$ cat src/rtl/sadc_pkg.sv
package sadc_pkg;
   localparam int CTL_W        = 8;       // control byte length
   localparam int USR_W        = 3;       // user output bits, control bits 2:0
   localparam int BIT_MODE_LO  = 3;       // mode field occupies bits 4:3
   localparam int STRB_FALL    = 7;       // short-mode strobe falling edge
   localparam logic [1:0] MODE_LONG = 2'b11;
endpackage

$ cat src/rtl/sadc_edge_det.sv
module sadc_edge_det (
   input  logic clk,
   input  logic rst_n,
   input  logic sclk_i,
   input  logic en_i,
   output logic rise_o,
   output logic fall_o
);
   logic sclk_q;

   always_ff @(posedge clk or negedge rst_n) begin
      if (!rst_n) sclk_q <= 1'b0;
      else        sclk_q <= sclk_i;
   end

   assign rise_o = en_i &  sclk_i & ~sclk_q;
   assign fall_o = en_i & ~sclk_i &  sclk_q;
endmodule

$ cat src/rtl/sadc_arm.sv
module sadc_arm (
   input  logic clk,
   input  logic rst_n,
   input  logic cs_n_i,
   input  logic rise_i,
   input  logic din_i,
   input  logic done_i,
   output logic start_o,
   output logic active_o
);
   logic active_q;
   logic rearm_q;

   // a 1 starts a frame when idle, or when a chip-select toggle re-armed us
   assign start_o  = rise_i & din_i & (~active_q | rearm_q);
   assign active_o = active_q;

   always_ff @(posedge clk or negedge rst_n) begin
      if (!rst_n) begin
         active_q <= 1'b0;
         rearm_q  <= 1'b0;
      end else if (start_o) begin
         active_q <= 1'b1;
         rearm_q  <= 1'b0;
      end else if (done_i) begin
         active_q <= 1'b0;
         rearm_q  <= 1'b0;
      end else if (active_q && cs_n_i) begin
         rearm_q  <= 1'b1;
      end
   end

   AST_ARMED_AFTER_DONE: assert property (@(posedge clk) disable iff (!rst_n)
      done_i |=> !active_q);
endmodule

$ cat src/rtl/sadc_ctl_cap.sv
module sadc_ctl_cap
   import sadc_pkg::*;
(
   input  logic             clk,
   input  logic             rst_n,
   input  logic             start_i,
   input  logic             rise_i,
   input  logic             din_i,
   output logic [1:0]       mode_o,
   output logic [USR_W-1:0] user_o
);
   localparam int CNT_W   = $clog2(CTL_W + 1);
   localparam int MODE_AT = CTL_W - 1 - BIT_MODE_LO;   // count when the low mode bit arrives
   localparam int USER_AT = CTL_W - 1;                 // count when the last bit arrives

   logic [CNT_W-1:0] rcnt_q;
   logic [USR_W-2:0] hist_q;

   always_ff @(posedge clk or negedge rst_n) begin
      if (!rst_n) begin
         rcnt_q <= '0;
         hist_q <= '0;
         mode_o <= '0;
         user_o <= '0;
      end else if (start_i) begin
         rcnt_q <= CNT_W'(1);
         hist_q <= '0;
         mode_o <= '0;
      end else if (rise_i && rcnt_q != '0 && rcnt_q < CNT_W'(CTL_W)) begin
         rcnt_q <= rcnt_q + 1'b1;
         hist_q <= {hist_q[USR_W-3:0], din_i};
         if (rcnt_q == CNT_W'(MODE_AT)) mode_o <= {hist_q[0], din_i};
         if (rcnt_q == CNT_W'(USER_AT)) user_o <= {hist_q, din_i};
      end
   end

   AST_USER_AT_BYTE_END: assert property (@(posedge clk) disable iff (!rst_n)
      (user_o != $past(user_o)) |-> ($past(rcnt_q) == CNT_W'(USER_AT)));
endmodule

$ cat src/rtl/sadc_frame_seq.sv
module sadc_frame_seq
   import sadc_pkg::*;
#(
   parameter int RES_W      = 14,
   parameter int LONG_EXTRA = 8,
   parameter int TAIL_CLKS  = 3
) (
   input  logic             clk,
   input  logic             rst_n,
   input  logic             start_i,
   input  logic             active_i,
   input  logic             fall_i,
   input  logic             long_i,
   input  logic [RES_W-1:0] result_i,
   output logic             sstrb_o,
   output logic             dout_o,
   output logic             done_o
);
   localparam int STRB_S  = STRB_FALL;
   localparam int STRB_L  = STRB_FALL + LONG_EXTRA;
   localparam int FRAME_S = STRB_S + RES_W + TAIL_CLKS;
   localparam int FRAME_L = FRAME_S + LONG_EXTRA;
   localparam int CNT_W   = $clog2(FRAME_L + 1);

   if (RES_W < 2 || TAIL_CLKS < 1 || LONG_EXTRA < 0) begin : g_bad_param
      $error("sadc_frame_seq: illegal RES_W, TAIL_CLKS or LONG_EXTRA");
   end

   logic [CNT_W-1:0] fcnt_q;
   logic [CNT_W-1:0] fcnt_nxt;
   logic [CNT_W-1:0] strb_pt;
   logic [CNT_W-1:0] frame_pt;
   logic [RES_W-1:0] shreg_q;

   if (LONG_EXTRA > 0) begin : g_long
      assign strb_pt  = long_i ? CNT_W'(STRB_L)  : CNT_W'(STRB_S);
      assign frame_pt = long_i ? CNT_W'(FRAME_L) : CNT_W'(FRAME_S);
   end else begin : g_short_only
      logic unused_long;
      assign unused_long = long_i;
      assign strb_pt     = CNT_W'(STRB_S);
      assign frame_pt    = CNT_W'(FRAME_S);
   end

   assign fcnt_nxt = fcnt_q + 1'b1;
   assign done_o   = active_i & fall_i & (fcnt_nxt == frame_pt);

   always_ff @(posedge clk or negedge rst_n) begin
      if (!rst_n) begin
         fcnt_q  <= '0;
         sstrb_o <= 1'b0;
         dout_o  <= 1'b0;
         shreg_q <= '0;
      end else if (start_i) begin
         fcnt_q  <= '0;
         sstrb_o <= 1'b0;
         dout_o  <= 1'b0;
         shreg_q <= '0;
      end else if (active_i && fall_i) begin
         fcnt_q  <= fcnt_nxt;
         sstrb_o <= (fcnt_nxt == strb_pt);
         if (fcnt_nxt == strb_pt) begin
            shreg_q <= result_i;
            dout_o  <= 1'b0;
         end else begin
            shreg_q <= {shreg_q[RES_W-2:0], 1'b0};
            dout_o  <= done_o ? 1'b0 : shreg_q[RES_W-1];
         end
      end
   end

   AST_STRB_AT_COUNT: assert property (@(posedge clk) disable iff (!rst_n)
      $rose(sstrb_o) |-> (fcnt_q == strb_pt));
   AST_STRB_ONE_PERIOD: assert property (@(posedge clk) disable iff (!rst_n)
      (sstrb_o && fall_i && active_i) |=> !sstrb_o);
   AST_IDLE_QUIET: assert property (@(posedge clk) disable iff (!rst_n)
      !active_i |-> (!dout_o && !sstrb_o));
   AST_START_CLEARS: assert property (@(posedge clk) disable iff (!rst_n)
      start_i |=> (!sstrb_o && !dout_o));
endmodule

$ cat src/rtl/sadc_ctrl_if.sv
module sadc_ctrl_if
   import sadc_pkg::*;
#(
   parameter int RES_W      = 14,
   parameter int LONG_EXTRA = 8,
   parameter int TAIL_CLKS  = 3
) (
   input  logic             clk,
   input  logic             rst_n,
   input  logic             sclk,
   input  logic             cs_n,
   input  logic             din,
   input  logic             shdn,
   input  logic [RES_W-1:0] result_i,
   output logic             sstrb,
   output logic             dout,
   output logic [USR_W-1:0] user_out
);
   logic       rise;
   logic       fall;
   logic       start;
   logic       active;
   logic       done;
   logic [1:0] mode;

   sadc_edge_det u_edge (
      .clk    (clk),
      .rst_n  (rst_n),
      .sclk_i (sclk),
      .en_i   (~cs_n & ~shdn),
      .rise_o (rise),
      .fall_o (fall)
   );

   sadc_arm u_arm (
      .clk      (clk),
      .rst_n    (rst_n),
      .cs_n_i   (cs_n),
      .rise_i   (rise),
      .din_i    (din),
      .done_i   (done),
      .start_o  (start),
      .active_o (active)
   );

   sadc_ctl_cap u_cap (
      .clk     (clk),
      .rst_n   (rst_n),
      .start_i (start),
      .rise_i  (rise),
      .din_i   (din),
      .mode_o  (mode),
      .user_o  (user_out)
   );

   sadc_frame_seq #(
      .RES_W      (RES_W),
      .LONG_EXTRA (LONG_EXTRA),
      .TAIL_CLKS  (TAIL_CLKS)
   ) u_seq (
      .clk      (clk),
      .rst_n    (rst_n),
      .start_i  (start),
      .active_i (active),
      .fall_i   (fall),
      .long_i   (mode == MODE_LONG),
      .result_i (result_i),
      .sstrb_o  (sstrb),
      .dout_o   (dout),
      .done_o   (done)
   );

   AST_SHDN_HOLDS_USER: assert property (@(posedge clk) disable iff (!rst_n)
      (shdn && $past(shdn)) |-> $stable(user_out));
   AST_NO_EDGE_CS_HIGH: assert property (@(posedge clk) disable iff (!rst_n)
      cs_n |-> !start);
endmodule

$ cat config.mk
export PLATFORM = sky130hd
export DESIGN_NAME = sadc_ctrl_if
export DESIGN_NICKNAME = d
export VERILOG_FILES = /design/src/rtl/sadc_pkg.sv /design/src/rtl/sadc_edge_det.sv /design/src/rtl/sadc_arm.sv /design/src/rtl/sadc_ctl_cap.sv /design/src/rtl/sadc_frame_seq.sv /design/src/rtl/sadc_ctrl_if.sv
export SDC_FILE = /design/constraint.sdc
export NUM_CORES = 1
export LEC_CHECK = 0
export ABC_AREA = 0
export BUFFER_PORTS_ARGS = -buffer_cell sky130_fd_sc_hd__buf_2
export CORE_MARGIN = 1
export CORE_UTILIZATION = 56
export DETAILED_ROUTE_END_ITERATION = 12
export PLACE_DENSITY_LB_ADDON = 0.25
export SLEW_MARGIN = 20
export SYNTH_ARGS = -nofsm -noshare
export SYNTH_HDL_FRONTEND = slang
export SYNTH_SLANG_ARGS = --single-unit
$ cat constraint.sdc
create_clock -name clk -period 2.05 [get_ports clk]
set_input_delay 0 -clock clk [delete_from_list [all_inputs] [get_ports clk]]
set_output_delay 0 -clock clk [all_outputs]
set_load 0.005 [all_outputs]
# --- After elaboration in Yosys (flattened, before gate mapping) ---
# Cells that the tools add are included.
word_totals:
  rom_bits: 0
  register_bits: 36
  memories: 0
  latch_bits: 0
  wordCells: 72
  ramBits: 0
op_classes:
  magnitude_cmp: 1
  div_mod_pow: 0
  n_addsub: 2
  shifts: 0
  n_mux: 25
  reduce_logical: 12
  bitwise_logic: 16
  eq_ne: 5
  multipliers: 0
op_table:
  columns: ["cell", "n"]
  rows:
  - ["two-way mux 14 bit", 3]
  - ["two-way mux 6 bit", 3]
  - ["== test 6 bit", 2]
  - ["two-way mux 4 bit", 3]
  - ["two-way mux 1 bit", 11]
  - ["two-way mux 2 bit", 5]
  - ["AND 1 bit", 9]
  - ["== test 4 x 3 -> 1 bit, second input constant", 2]
  - ["nonzero test 2 bit", 4]
  - ["adder 6 x 1 -> 6 bit, second input constant", 1]
  - ["NOT 1 bit", 6]
  - ["adder 4 x 1 -> 4 bit, second input constant", 1]
  - ["logical AND 1 bit", 4]
  - ["less-than comparator 4 bit, second input constant", 1]
  - ["nonzero test 4 bit", 1]
  - ["AND reduction 3 bit", 1]
  - ["nonzero test 3 bit", 1]
  - ["== test 2 bit, second input constant", 1]
  - ["AND reduction 2 bit", 1]
  - ["bitwise OR 1 bit", 1]

# --- Depth between registers and ports, before layout ---
# Gate-level depths: netlist (run 1).
logic_depth:
  word_depth: 10
  mapped_depth: 7

# --- By module ---
# A second synthesis (run 1) with hierarchy kept.
unflattened:
  cells_unflattened: 183
  hier_area_um2: 1878.1
by_module_without_submodules:
  columns: ["module", "instances", "area_each_um2", "cells_each"]
  rows:
  - ["sadc_frame_seq", 1, 1198.6, 122]
  - ["sadc_ctl_cap", 1, 526.8, 47]
  - ["sadc_arm", 1, 100.1, 9]
  - ["sadc_edge_det", 1, 42.5, 3]
  - ["sadc_ctrl_if", 1, 10.0, 2]

# --- Worst setup path after synthesis (run 1) ---
# OpenSTA, ideal clock, no wires.
synth_path:
  kind: "register to register"
  startpoint: "register u_seq.fcnt_q[0]"
  endpoint: "register u_seq.shreg_q[6]"
  n_path_buf: 1
  stages_incl_launch_ff: 8
  required_time_ns: 1.916
  synth_period_minus_slack_ns: 1.730
  setup_slack_ns: 0.320
  arrival_ns: 1.595
  setup_time_ns: 0.134
  cell_sequence: "dfrtp_1 > ha_1 > xnor2_1 > nor3_1 > nand3_2 > buf_4 > mux2i_1 > o21ai_0"
synth_via:
  elab_chain_cells: 5
synth_rtl:
  columns: ["item", "line_no", "rtl"]
  rows:
  - ["start, declared", "sadc_frame_seq.sv:29", "logic [CNT_W-1:0] fcnt_q;"]
  - ["start signal, assigned", "sadc_frame_seq.sv:60", "fcnt_q <= fcnt_nxt;"]
  - ["adder 6 x 1 -> 6 bit", "sadc_frame_seq.sv:45", "assign fcnt_nxt = fcnt_q + 1'b1;"]
  - ["== test 6 bit", "sadc_frame_seq.sv:62", "if (fcnt_nxt == strb_pt) begin"]
  - ["two-way mux 14 bit", "sadc_frame_seq.sv:62", null]
  - ["two-way mux 14 bit", "sadc_frame_seq.sv:59", "end else if (active_i && fall_i) begin"]
  - ["two-way mux 14 bit", "sadc_frame_seq.sv:54", "end else if (start_i) begin"]
  - ["end signal, assigned", "sadc_frame_seq.sv:63", "shreg_q <= result_i;"]
  - ["end signal, assigned", "sadc_frame_seq.sv:66", "shreg_q <= {shreg_q[RES_W-2:0], 1'b0};"]
  - ["end, declared", "sadc_frame_seq.sv:33", "logic [RES_W-1:0] shreg_q;"]
# Every way passes these cells. The select of a mux whose other input is x is not followed.
# A chain may end at the register's enable or synchronous reset.

# --- Final worst setup path (run 1) ---
layout_path:
  startpoint: "register u_edge.sclk_q"
  endpoint: "register u_cap.rcnt_q[2]"
layout_via:
  elab_chain_cells: 5
  word_cells_on_any_way: 8
  cone_classes: "mux (1); bitwise (4); reduce/logical (3)"
layout_rtl:
  columns: ["item", "line_no", "rtl"]
  rows:
  - ["start, declared", "sadc_edge_det.sv:9", "logic sclk_q;"]
  - ["start signal, assigned", "sadc_edge_det.sv:13", "else sclk_q <= sclk_i;"]
  - ["NOT 1 bit (*)", "sadc_edge_det.sv:16", "assign rise_o = en_i & sclk_i & ~sclk_q;"]
  - ["AND 1 bit (*)", "sadc_edge_det.sv:16", null]
  - ["AND 1 bit / logical AND 1 bit (equally long branches) (2 in a row)", "sadc_arm.sv:15, sadc_ctl_cap.sv:29", null]
  - ["two-way mux 4 bit / nonzero test 2 bit (equally long branches)", null, null]
  - ["end signal, assigned", "sadc_ctl_cap.sv:30", "rcnt_q <= rcnt_q + 1'b1;"]
  - ["end, declared", "sadc_ctl_cap.sv:16", "logic [CNT_W-1:0] rcnt_q;"]
# Mark *: on every way between the ends. The rest lies on a longest branch, timed or not.

==> results.sh, run 1 <==
export IMPL_antenna_found_initial=0
export IMPL_drv_slew=0
export IMPL_tightest_slew_ps=782
export IMPL_vias=1425
export IMPL_dp_hpwl_mm=2.50
export IMPL_area_growth_pct=23.7
export IMPL_fin_util=0.757
export IMPL_clk_latency_ps=320
export IMPL_firstDrtPassIters=4
export IMPL_cts_root_buf="clkbuf_4"
export IMPL_critPathCaptureType="flip-flop"
export IMPL_synth_area_um2=1760
export IMPL_synth_seq_cells=36
export IMPL_tns_ps=0
export IMPL_crit_type="reg -> reg"
export IMPL_hold_violations=0
export IMPL_drt_wl_total_mm=3.95
export IMPL_die_y_um=58.1
export IMPL_grt_overflow_total=0
export IMPL_dpl_cell_area_um2=1970
export IMPL_rsz0062_at_grt="false"
export IMPL_grt_usage=0.282
export IMPL_maxCapViolations=0
export IMPL_holdPathStages=3
export IMPL_core_area_um2=2880
export IMPL_clock_skew_final_ps=5.19
export IMPL_place_gp_congestion=0.859
export IMPL_hold_end="u_seq.shreg_q[13]"
export IMPL_antenna_left=0
export IMPL_clock_sinks=36
export IMPL_final_cells=257
export IMPL_relSlewSlack=0.479
export IMPL_dieArea_um2=3370
export IMPL_critical_path_required_ps=2270
export IMPL_rows=19
export IMPL_r2r_end="u_cap.rcnt_q[2]"
export IMPL_cts_tree="yes"
export IMPL_numCtsBuffers=5
export IMPL_reg2reg_from="u_edge.sclk_q"
export IMPL_avgSynthCellArea_um2=10.5
export IMPL_start_util=0.612
export IMPL_worstPathMaxFanout=8
export IMPL_grt_pass1_wl_mm=6.98
export IMPL_wire_per_inst_um=15.4
export IMPL_netlist_instances=167
export IMPL_power_density_nw_per_um2=747
export IMPL_post_route_period_util=0.915
export IMPL_outcome="finished, final reports clean"
export IMPL_ir_drop_v=0.000507
export IMPL_num_antenna_cells=0
export IMPL_worst_r2r_cell_count=4
export IMPL_min_path_type="in -> reg"
export IMPL_fmax_mhz=533
export IMPL_path_clk_slew_ps=110
export IMPL_start_kind="flip-flop"
export IMPL_die_x_um=58.1
export IMPL_worst_endpoint_arrival_ps=2090
export IMPL_grt_pass1_vias=1513
export IMPL_ys_seq_area_frac=0.511
export IMPL_cts_buffer_depth=2
export IMPL_nNetsFinal=240
export IMPL_yosys_warnings=0
export IMPL_drc=0
export IMPL_initialDrtViolationCount=80
export IMPL_syn_nets=192
export IMPL_grt_max_degree=37
export IMPL_drive_gt1_frac=0.205
export IMPL_boundaryPins=25
export IMPL_dp_cells=234
export IMPL_min_period_ps=1870
export IMPL_vias_per_cell=5.54
export IMPL_yosysUniqueCellTypes=37
export IMPL_portBuffers=24
export IMPL_stdcell_area_um2=2180
export IMPL_h_tree_depth=2
export IMPL_rrSetupSlack_ps=180
export IMPL_setup_violations=0
export IMPL_worstHoldStart="result_i[13]"
export IMPL_leakage_nw=1.11
export IMPL_holdWs_ps=21.0
[placed cells by master, fill, tap and decap left out, types with 3 or more instances in the layout]
cell type      netlist  final
nand2_1             27     27
buf_2                0     24
o21ai_0             23     23
ha_1                 5      5
mux2_2               3      3
mux2i_1             15     15
nor2_1               7      6
inv_1                4      4
dfrtp_1             36     36
a21oi_1              4      4
buf_4                1      5
clkbuf_4             0      5
nor3_1               4      4
dlygate4sd3_1        0     16
[kinds of logic after synthesis]
family,after synthesis,synth area share
flip-flops,36,0.511
adder cells (fa/ha/maj),5,0.0355
buffers and inverters,9,0.0213
multiplexers,18,0.104
AND/OR/NAND/NOR,55,0.161
XOR/XNOR,5,0.0334
AO/OA/AOI/OAI,39,0.134
[per-stage QoR]
step	worst slack, ps	power, mW
finish	175	1.63
global placement	282	1.22
floorplan	320	1.12
global route	27.0	1.74
detailed placement	211	1.25
CTS	208	1.62
[power by group]
part           internal, mW  switching, mW
Sequential            0.807         0.0995
Clock                 0.127          0.230
Combinational         0.176          0.188
[sequential cells by signal, summed over array words and instances (netlist names)]
name and flops:
u_arm.active_o 1, u_seq.dout_o 1, u_seq.shreg_q 14, u_cap.mode_o 2, u_cap.rcnt_q 4, u_edge.sclk_q 1
u_seq.sstrb_o 1, u_cap.hist_q 2, u_seq.fcnt_q 6, u_cap.user_o 3, u_arm.rearm_q 1
[Yosys cell counts]
| cell | number | area, µm² |
|---|---|---|
| nand2_1 | 27 | 101 |
| a21oi_1 | 4 | 20.0 |
| nor3_4 | 1 | 16.3 |
| mux2i_1 | 15 | 150 |
| xor2_1 | 2 | 17.5 |
| nand4_1 | 2 | 12.5 |
| and3_1 | 1 | 6.26 |
| a32o_1 | 1 | 10.0 |
| nand2b_1 | 1 | 6.26 |
| nand3_1 | 2 | 10.0 |
| a21o_1 | 2 | 15.0 |
| or4b_4 | 1 | 13.8 |
| mux2_2 | 3 | 33.8 |
| nor3_1 | 4 | 20.0 |
| nor2_1 | 7 | 26.3 |
| ha_1 | 5 | 62.6 |
| xnor2_1 | 2 | 17.5 |
| clkbuf_1 | 4 | 15.0 |
| inv_1 | 4 | 15.0 |
| nor2b_1 | 2 | 12.5 |
| a22o_1 | 1 | 8.76 |
| nor4b_2 | 1 | 15.0 |
| nand3_2 | 1 | 10.0 |
| o21a_1 | 2 | 15.0 |
| o21ai_0 | 23 | 115 |
| a2bb2o_1 | 1 | 10.0 |
| nor4_1 | 2 | 12.5 |
| buf_4 | 1 | 7.51 |
| dfrtp_1 | 36 | 901 |
| a311oi_1 | 1 | 8.76 |
| and2_1 | 2 | 12.5 |
| or4_1 | 1 | 7.51 |
| a41oi_1 | 1 | 8.76 |
| a31oi_1 | 1 | 6.26 |
| o211ai_1 | 1 | 7.51 |
| o211a_1 | 1 | 10.0 |
| xor3_1 | 1 | 23.8 |
[critical path, stage by stage, from the launching register on]
cell and delay (ps):
dfrtp_1 420, or4b_4 550, nor3_4 380, a21oi_1 130, a311oi_1 300
[worst max-delay path by stage]
stage | startpoint | end | slack (ps) | cells after the start
after floorplan | u_seq.fcnt_q[0] | u_seq.shreg_q[6] | 320 | 7
after global placement | u_edge.sclk_q | u_cap.user_o[0] | 280 | 4
after detailed placement | u_arm.active_o | u_seq.shreg_q[13] | 210 | 6
after CTS | u_edge.sclk_q | u_cap.rcnt_q[2] | 210 | 4
after global routing | u_edge.sclk_q | u_cap.rcnt_q[2] | 30 | 4
final | u_edge.sclk_q | u_cap.rcnt_q[2] | 180 | 4
[per-layer routing]
layer	vias up	wire length (µm)	share of wire	GRT usage
met5	-	0	0	0
met4	0	67	0.017	0.0918
met3	8	126	0.032	0.0714
met2	40	2020	0.51	0.486
met1	688	1730	0.44	0.347
li1	689	-	-	-
[layout make-up]
class                   count  area (µm²)
inverters                   4        15.0
flip-flops and latches     36         901
well taps                  42        52.6
repair buffers             46         338
multi-input cells         122         826
clock inverters             1        5.00
clock buffers               6        41.3
fillers                   196         698
[timing repair]
item	in CTS	in global routing
setup buffers	0	0
hold buffers	16	0
endpoints found under the hold margin	51	0
setup endpoints to repair	0	1
gates resized for setup	0	1
Note: power is estimated with default switching activity, not from simulation.
==> inputs of run 2 (changes only) <==
--- a/config.mk
+++ b/config.mk
@@ -8,10 +8,11 @@
 export ABC_AREA = 0
 export BUFFER_PORTS_ARGS = -buffer_cell sky130_fd_sc_hd__buf_2
 export CORE_MARGIN = 1
-export CORE_UTILIZATION = 56
+export CORE_UTILIZATION = 57
 export DETAILED_ROUTE_END_ITERATION = 12
 export PLACE_DENSITY_LB_ADDON = 0.25
 export SLEW_MARGIN = 20
 export SYNTH_ARGS = -nofsm -noshare
 export SYNTH_HDL_FRONTEND = slang
+export SYNTH_HIERARCHICAL = 1
 export SYNTH_SLANG_ARGS = --single-unit
==> run 2 against run 1 <==
Effect of this change: worst hold slack worse by 8.3 ps; die area is 4.6% higher; via count is 4.8% higher; routed wire length is 3.4% lower; sequential share of layout area is 1.6 points lower; first-iteration DRC count is 50% lower; sequential cell count stayed put; critical path type unchanged.
==> results.sh, run 2 <==
export IMPL_num_antenna_cells=0
export IMPL_core_area_um2=3080
export IMPL_worstHoldStart="result_i[2]"
export IMPL_layout_common_cells="dfrtp_1, nor2_1, buf_2"
export IMPL_nNetsFinal=247
export IMPL_hold_violations=0
export IMPL_antenna_left=0
export IMPL_yosysTopAreaCell="dfrtp_1"
export IMPL_synthXorXnorAreaFrac=0.0420
export IMPL_synth_edf_count=0
export IMPL_synth_seq_cells=36
export IMPL_synthDominantCellAreaShare=0.480
export IMPL_cp_num_buf_inv=1
export IMPL_ys_seq_area_frac=0.480
export IMPL_boundaryPins=25
export IMPL_critical_path_required_ps=2280
export IMPL_wire_per_inst_um=14.3
export IMPL_antenna_found_initial=0
export IMPL_yosysUniqueCellTypes=37
export IMPL_vias=1493
export IMPL_cp_cell_sequence="ha_1 -> and3_2 -> nor3_1 -> a31oi_1 -> a221oi_2 -> inv_1 -> a32o_1"
export IMPL_post_route_period_util=0.977
export IMPL_netlist_instances=183
export IMPL_setup_violations=0
export IMPL_avgSynthCellArea_um2=10.3
export IMPL_largest_reg_flops=14
export IMPL_cpPeakStageDelay_ps=410
export IMPL_rows=20
export IMPL_grt_usage=0.244
export IMPL_h_tree_depth=2
export IMPL_synth_area_mux_share=0.0979
export IMPL_cts_buffer_depth=2
export IMPL_cts_root_buf="clkbuf_4"
export IMPL_relSlewSlack=0.480
export IMPL_grt_pass1_vias=1481
export IMPL_outcome="finished, final reports clean"
export IMPL_start_util=0.610
export IMPL_vias_per_cell=5.59
export IMPL_area_growth_pct=20.7
export IMPL_top_register="u_seq/shreg_q"
export IMPL_critPathTopFamily="compound AO/OA/AOI/OAI gates"
export IMPL_drc=0
export IMPL_tns_ps=0
export IMPL_maxCapViolations=0
export IMPL_async_reset_ff_frac=1.00
export IMPL_clk_latency_ps=340
export IMPL_critPathCaptureType="flip-flop"
export IMPL_drt_wl_total_mm=3.81
export IMPL_critPathSlowestCell="dfrtp_1"
export IMPL_r2r_end="u_arm/rearm_q"
export IMPL_synth_area_um2=1880
export IMPL_fin_util=0.737
export IMPL_worstPathMaxFanout=5
export IMPL_dp_hpwl_mm=2.48
export IMPL_leakage_nw=1.01
export IMPL_synthSimpleGateAreaFrac=0.179
export IMPL_grt_pass1_wl_mm=6.33
export IMPL_synth_top_family_by_area="simple AND/OR/NAND/NOR gates"
export IMPL_drive_gt1_frac=0.206
export IMPL_worst_endpoint_arrival_ps=2230
export IMPL_cts_tree="yes"
export IMPL_path_clk_slew_ps=110
export IMPL_hold_end="u_seq/shreg_q[2]"
export IMPL_numCtsBuffers=5
export IMPL_yosysMostFrequentCell="dfrtp_1"
export IMPL_dieArea_um2=3530
export IMPL_rrSetupSlack_ps=50
export IMPL_clock_sinks=36
export IMPL_die_y_um=59.4
export IMPL_reg_top3="u_seq/shreg_q x14, u_seq/fcnt_q x6, u_cap/rcnt_q x4"
export IMPL_power_density_nw_per_um2=1070
export IMPL_synth_compound_area_share=0.126
export IMPL_grt_overflow_total=0
export IMPL_initialDrtViolationCount=40
export IMPL_die_x_um=59.4
export IMPL_min_period_ps=2000
export IMPL_reg2reg_from="u_seq/fcnt_q[0]"
export IMPL_firstDrtPassIters=4
export IMPL_fmax_mhz=499
export IMPL_min_path_type="in -> reg"
export IMPL_synth_area_top_cells="dfrtp_1, mux2i_1, a211oi_1, nor2_1, ha_1"
export IMPL_netlist_top_cells_count="dfrtp_1, nor2_1, a211oi_1, mux2i_1, nand2_1"
export IMPL_holdPathStages=3
export IMPL_ir_drop_v=0.000685
export IMPL_place_gp_congestion=0.885
export IMPL_grt_max_degree=37
export IMPL_final_common_cell="dfrtp_1"
export IMPL_clock_skew_final_ps=7.55
export IMPL_crit_type="reg -> reg"
export IMPL_start_kind="flip-flop"
export IMPL_portBuffers=24
export IMPL_yosys_warnings=6
export IMPL_syn_nets=208
export IMPL_synthAdderAreaFrac=0.0333
export IMPL_worst_r2r_cell_count=7
export IMPL_tightest_slew_ps=779
export IMPL_drv_slew=0
export IMPL_synth_flop_cell="dfrtp_1"
export IMPL_p_total_mw=2.43
-- run 2: changes by cell type after synthesis, sizes merged, moves of 3 or more --
cell and delta:
a211oi +15, a21oi +4, clkbuf +4, nand2 -15, nor2 +20, o21ai -18, or3b +4, xnor2 +3
-- run 2: worst reg2reg max path, cell delays in order, from the launching register on --
cell	delay (ps)
dfrtp_1	410
ha_1	260
and3_2	260
nor3_1	170
a31oi_1	90
a221oi_2	360
inv_1	110
a32o_1	230
-- run 2: per-stage QoR --
stage | instances | area, µm² | hold slack (ps) | setup slack [ps]
after global placement | 247 | 2060 | 112 | 143
after detailed placement | 247 | 2060 | 125 | 22.4
after CTS | 267 | 2260 | 1.77 | 90.5
final | 267 | 2270 | 12.7 | 47.5
after floorplan | 183 | 1880 | -296 | 134
after global routing | 267 | 2270 | 1.89 | -0.802
-- run 2: where the power goes --
part | leakage, nW | internal, mW | switching (mW)
sequential | 0.458 | 0.942 | 0.180
clock | 0.0422 | 0.256 | 0.230
combinational | 0.512 | 0.406 | 0.415
total | 1.01 | 1.60 | 0.824
-- run 2: worst max-delay path by stage --
stage,endpoint,startpoint,slack [ps],cells after the start
floorplan,u_arm/rearm_q,u_seq/fcnt_q[0],130,7
global placement,u_arm/rearm_q,u_seq/fcnt_q[0],140,7
detailed placement,u_arm/rearm_q,u_seq/fcnt_q[0],20,7
CTS,u_arm/rearm_q,u_seq/fcnt_q[0],90,7
global route,u_arm/rearm_q,u_seq/fcnt_q[0],-0.8,7
finish,u_arm/rearm_q,u_seq/fcnt_q[0],50,7
-- run 2: metal layers --
metal	GRT usage	share of wire	up-vias
met2	0.411	0.50	33
met1	0.292	0.45	720
li1	-	-	731
met5	0	0	-
met4	0.109	0.020	0
met3	0.0611	0.030	9
-- run 2: cell type report --
class | count | area (µm²)
Tap cell | 44 | 55.1
Fill cell | 232 | 811
Clock buffer | 6 | 41.3
Timing Repair Buffer | 42 | 298
Clock inverter | 2 | 35.0
Inverter | 6 | 22.5
Multi-Input combinational cell | 131 | 915
Sequential cell | 36 | 901
-- run 2: what timing repair did --
| action | 4_1_cts | 5_1_grt |
|---|---|---|
| cloned | 0 | 0 |
| pin swaps | 0 | 1 |
| resized for setup | 1 | 1 |
| hold buffers | 12 | 0 |
| setup endpoints to repair | 1 | 1 |
| setup buffers | 0 | 0 |
| endpoints found under the hold margin | 48 | 0 |
-- run 2: kinds of logic after synthesis --
group / after synthesis
AND/OR/NAND/NOR: 64
flip-flops: 36
AO/OA/AOI/OAI: 35
multiplexers: 18
buffers and inverters: 16
XOR/XNOR: 9
adder cells (fa/ha/maj): 5
==> inputs of run 3 (changes only) <==
--- a/config.mk
+++ b/config.mk
@@ -7,9 +7,13 @@
 export LEC_CHECK = 0
 export ABC_AREA = 0
 export BUFFER_PORTS_ARGS = -buffer_cell sky130_fd_sc_hd__buf_2
+export CELL_PAD_IN_SITES_DETAIL_PLACEMENT = 1
+export CELL_PAD_IN_SITES_GLOBAL_PLACEMENT = 2
 export CORE_MARGIN = 1
-export CORE_UTILIZATION = 57
+export CORE_UTILIZATION = 36
+export CTS_BUF_LIST = sky130_fd_sc_hd__clkbuf_8 sky130_fd_sc_hd__clkbuf_16
 export DETAILED_ROUTE_END_ITERATION = 12
+export GPL_ROUTABILITY_DRIVEN = 1
 export PLACE_DENSITY_LB_ADDON = 0.25
 export SLEW_MARGIN = 20
 export SYNTH_ARGS = -nofsm -noshare
==> run 3 against run 2 <==
Effect of this change: register-to-register slack improved by 60 ps; global-route usage down 6.3 points; via count shrank 3.7%; largest power group unchanged; cell count up 6.0%; final area fell by 1.2%; clock power up 7.0%; first-iteration DRC count grew 43%; critical path depth did not move; routed wire length is 8.9% higher; worst hold slack better by 6.0 ps.
==> results.sh, run 3 (synthesis gave the netlist of run 2 again) <==
export IMPL_numCtsBuffers=5
export IMPL_maxCapViolations=0
export IMPL_setup_violations=0
export IMPL_die_y_um=74.2
export IMPL_cts_tree="yes"
export IMPL_antenna_left=0
export IMPL_dieArea_um2=5510
export IMPL_place_gp_congestion=0.849
export IMPL_stdcell_area_um2=2240
export IMPL_grt_usage=0.181
export IMPL_initialDrtViolationCount=57
export IMPL_drive_gt1_frac=0.218
export IMPL_grt_pass1_vias=1571
export IMPL_critical_path_required_ps=2220
export IMPL_clock_skew_final_ps=10.3
export IMPL_drv_slew=0
export IMPL_boundaryPins=25
export IMPL_vias=1438
export IMPL_drc=0
export IMPL_min_period_ps=1950
export IMPL_cp_num_buf_inv=1
export IMPL_hold_end="u_cap/user_o[0]"
export IMPL_clk_latency_ps=280
export IMPL_drt_wl_total_mm=4.15
export IMPL_min_path_type="in -> reg"
export IMPL_cts_buffer_depth=2
export IMPL_rrSetupSlack_ps=100
export IMPL_r2r_end="u_arm/rearm_q"
export IMPL_antenna_found_initial=0
export IMPL_outcome="finished, final reports clean"
export IMPL_top_register="u_seq/shreg_q"
export IMPL_worstPathMaxFanout=5
export IMPL_cp_cell_sequence="ha_1 -> and3_2 -> nor3_1 -> a31oi_1 -> a221oi_2 -> inv_1 -> a32o_1"
export IMPL_firstDrtPassIters=4
export IMPL_start_kind="flip-flop"
export IMPL_vias_per_cell=5.08
export IMPL_fillers=565
export IMPL_area_growth_pct=19.3
export IMPL_leakage_nw=0.990
export IMPL_fmax_mhz=514
export IMPL_holdWs_ps=18.7
export IMPL_crit_type="reg -> reg"
export IMPL_clock_sinks=36
export IMPL_rows=25
export IMPL_cpPeakStageDelay_ps=390
export IMPL_critPathTopFamily="compound AO/OA/AOI/OAI gates"
export IMPL_post_route_period_util=0.949
export IMPL_grt_max_degree=37
export IMPL_reg_top3="u_seq/shreg_q x14, u_seq/fcnt_q x6, u_cap/rcnt_q x4"
export IMPL_num_antenna_cells=0
export IMPL_path_clk_slew_ps=80
export IMPL_worst_path_stages=7
export IMPL_worst_endpoint_arrival_ps=2110
export IMPL_layout_common_cells="dfrtp_1, nor2_1, buf_2"
export IMPL_setup_slack_ps=105
export IMPL_dpl_cell_area_um2=2090
export IMPL_dp_worst_setup_slack_ps=-47.0
export IMPL_nNetsFinal=240
export IMPL_portBuffers=24
export IMPL_reg2reg_from="u_seq/fcnt_q[0]"
export IMPL_power_density_nw_per_um2=1100
export IMPL_worst_r2r_cell_count=7
export IMPL_h_tree_depth=2
export IMPL_final_common_cell="dfrtp_1"
export IMPL_worstHoldStart="din"
export IMPL_critPathCaptureType="flip-flop"
export IMPL_holdPathStages=2
export IMPL_hold_violations=0
export IMPL_core_area_um2=4880
export IMPL_wire_per_inst_um=14.7
export IMPL_rsz0062_at_grt="false"
export IMPL_largest_reg_flops=14
export IMPL_ir_drop_v=0.000445
export IMPL_start_util=0.385
export IMPL_dp_hpwl_mm=3.00
export IMPL_critPathSlowestCell="dfrtp_1"
export IMPL_grt_overflow_total=0
export IMPL_tightest_slew_ps=802
export IMPL_cts_root_buf="clkbuf_8"
export IMPL_die_x_um=74.2
export IMPL_grt_pass1_wl_mm=7.42
export IMPL_relSlewSlack=0.465
-- run 3: cell count changes in the layout (fill, tap and decap cells not counted) --
cell / previous run / this run
clkbuf_4: 5 / 0
dlygate4sd3_1: 12 / 4
inv_1: 6 / 7
clkinvlp_4: 0 / 1
clkinv_2: 1 / 0
buf_4: 5 / 6
bufinv_16: 1 / 0
clkbuf_1: 1 / 0
clkbuf_8: 0 / 6
-- run 3: layer usage --
layer	GRT usage	wire, µm	vias to the layer above
li1	-	-	711
met1	0.226	1940	708
met2	0.307	2100	17
met3	0.0447	95	2
met4	0.0608	22	0
met5	0	0	-
-- run 3: worst max-delay path by stage --
stage	from	to	slack, ps
finish	u_seq/fcnt_q[0]	u_arm/rearm_q	100
global placement	u_seq/fcnt_q[0]	u_arm/rearm_q	130
floorplan	u_seq/fcnt_q[0]	u_arm/rearm_q	130
CTS	u_cap/mode_o[0]	u_arm/rearm_q	50
global route	u_seq/fcnt_q[0]	u_arm/rearm_q	10
detailed placement	u_cap/mode_o[0]	u_arm/rearm_q	-50
-- run 3: timing repair --
item / 4_1_cts / 5_1_grt
resized for setup: 1 / 1
pin swaps: 0 / 1
hold buffers: 4 / 0
gates cloned: 0 / 0
endpoints found under the hold margin: 39 / 0
endpoints found under the setup margin: 1 / 1
buffers inserted: 0 / 0
-- run 3: power by group --
part	switching, mW	internal, mW	total (mW)
registers	0.176	0.943	1.12
clock network	0.251	0.268	0.519
logic	0.421	0.400	0.821
-- run 3: area by class of cell --
cell class | instances | area, µm² | share of cell area
clock buffer | 6 | 82.6 | 0.0369
clock inverter | 2 | 11.3 | 0.00503
inverter | 6 | 22.5 | 0.0101
multi-input combinational | 131 | 915 | 0.408
sequential | 36 | 901 | 0.402
tap | 67 | 83.8 | 0.0374
timing repair buffer | 35 | 225 | 0.101
-- run 3: through the flow --
| stage | TNS, ps | utilization | power, mW | instances |
|---|---|---|---|---|
| final | 0 | 0.459 | 2.46 | 283 |
| after floorplan | 0 | - | 1.69 | 183 |
| after CTS | 0 | 0.458 | 2.50 | 283 |
| after global placement | 0 | 0.429 | 1.88 | 271 |
| after detailed placement | -47.0 | 0.429 | 1.95 | 271 |
| after global routing | 0 | 0.459 | 2.66 | 283 |
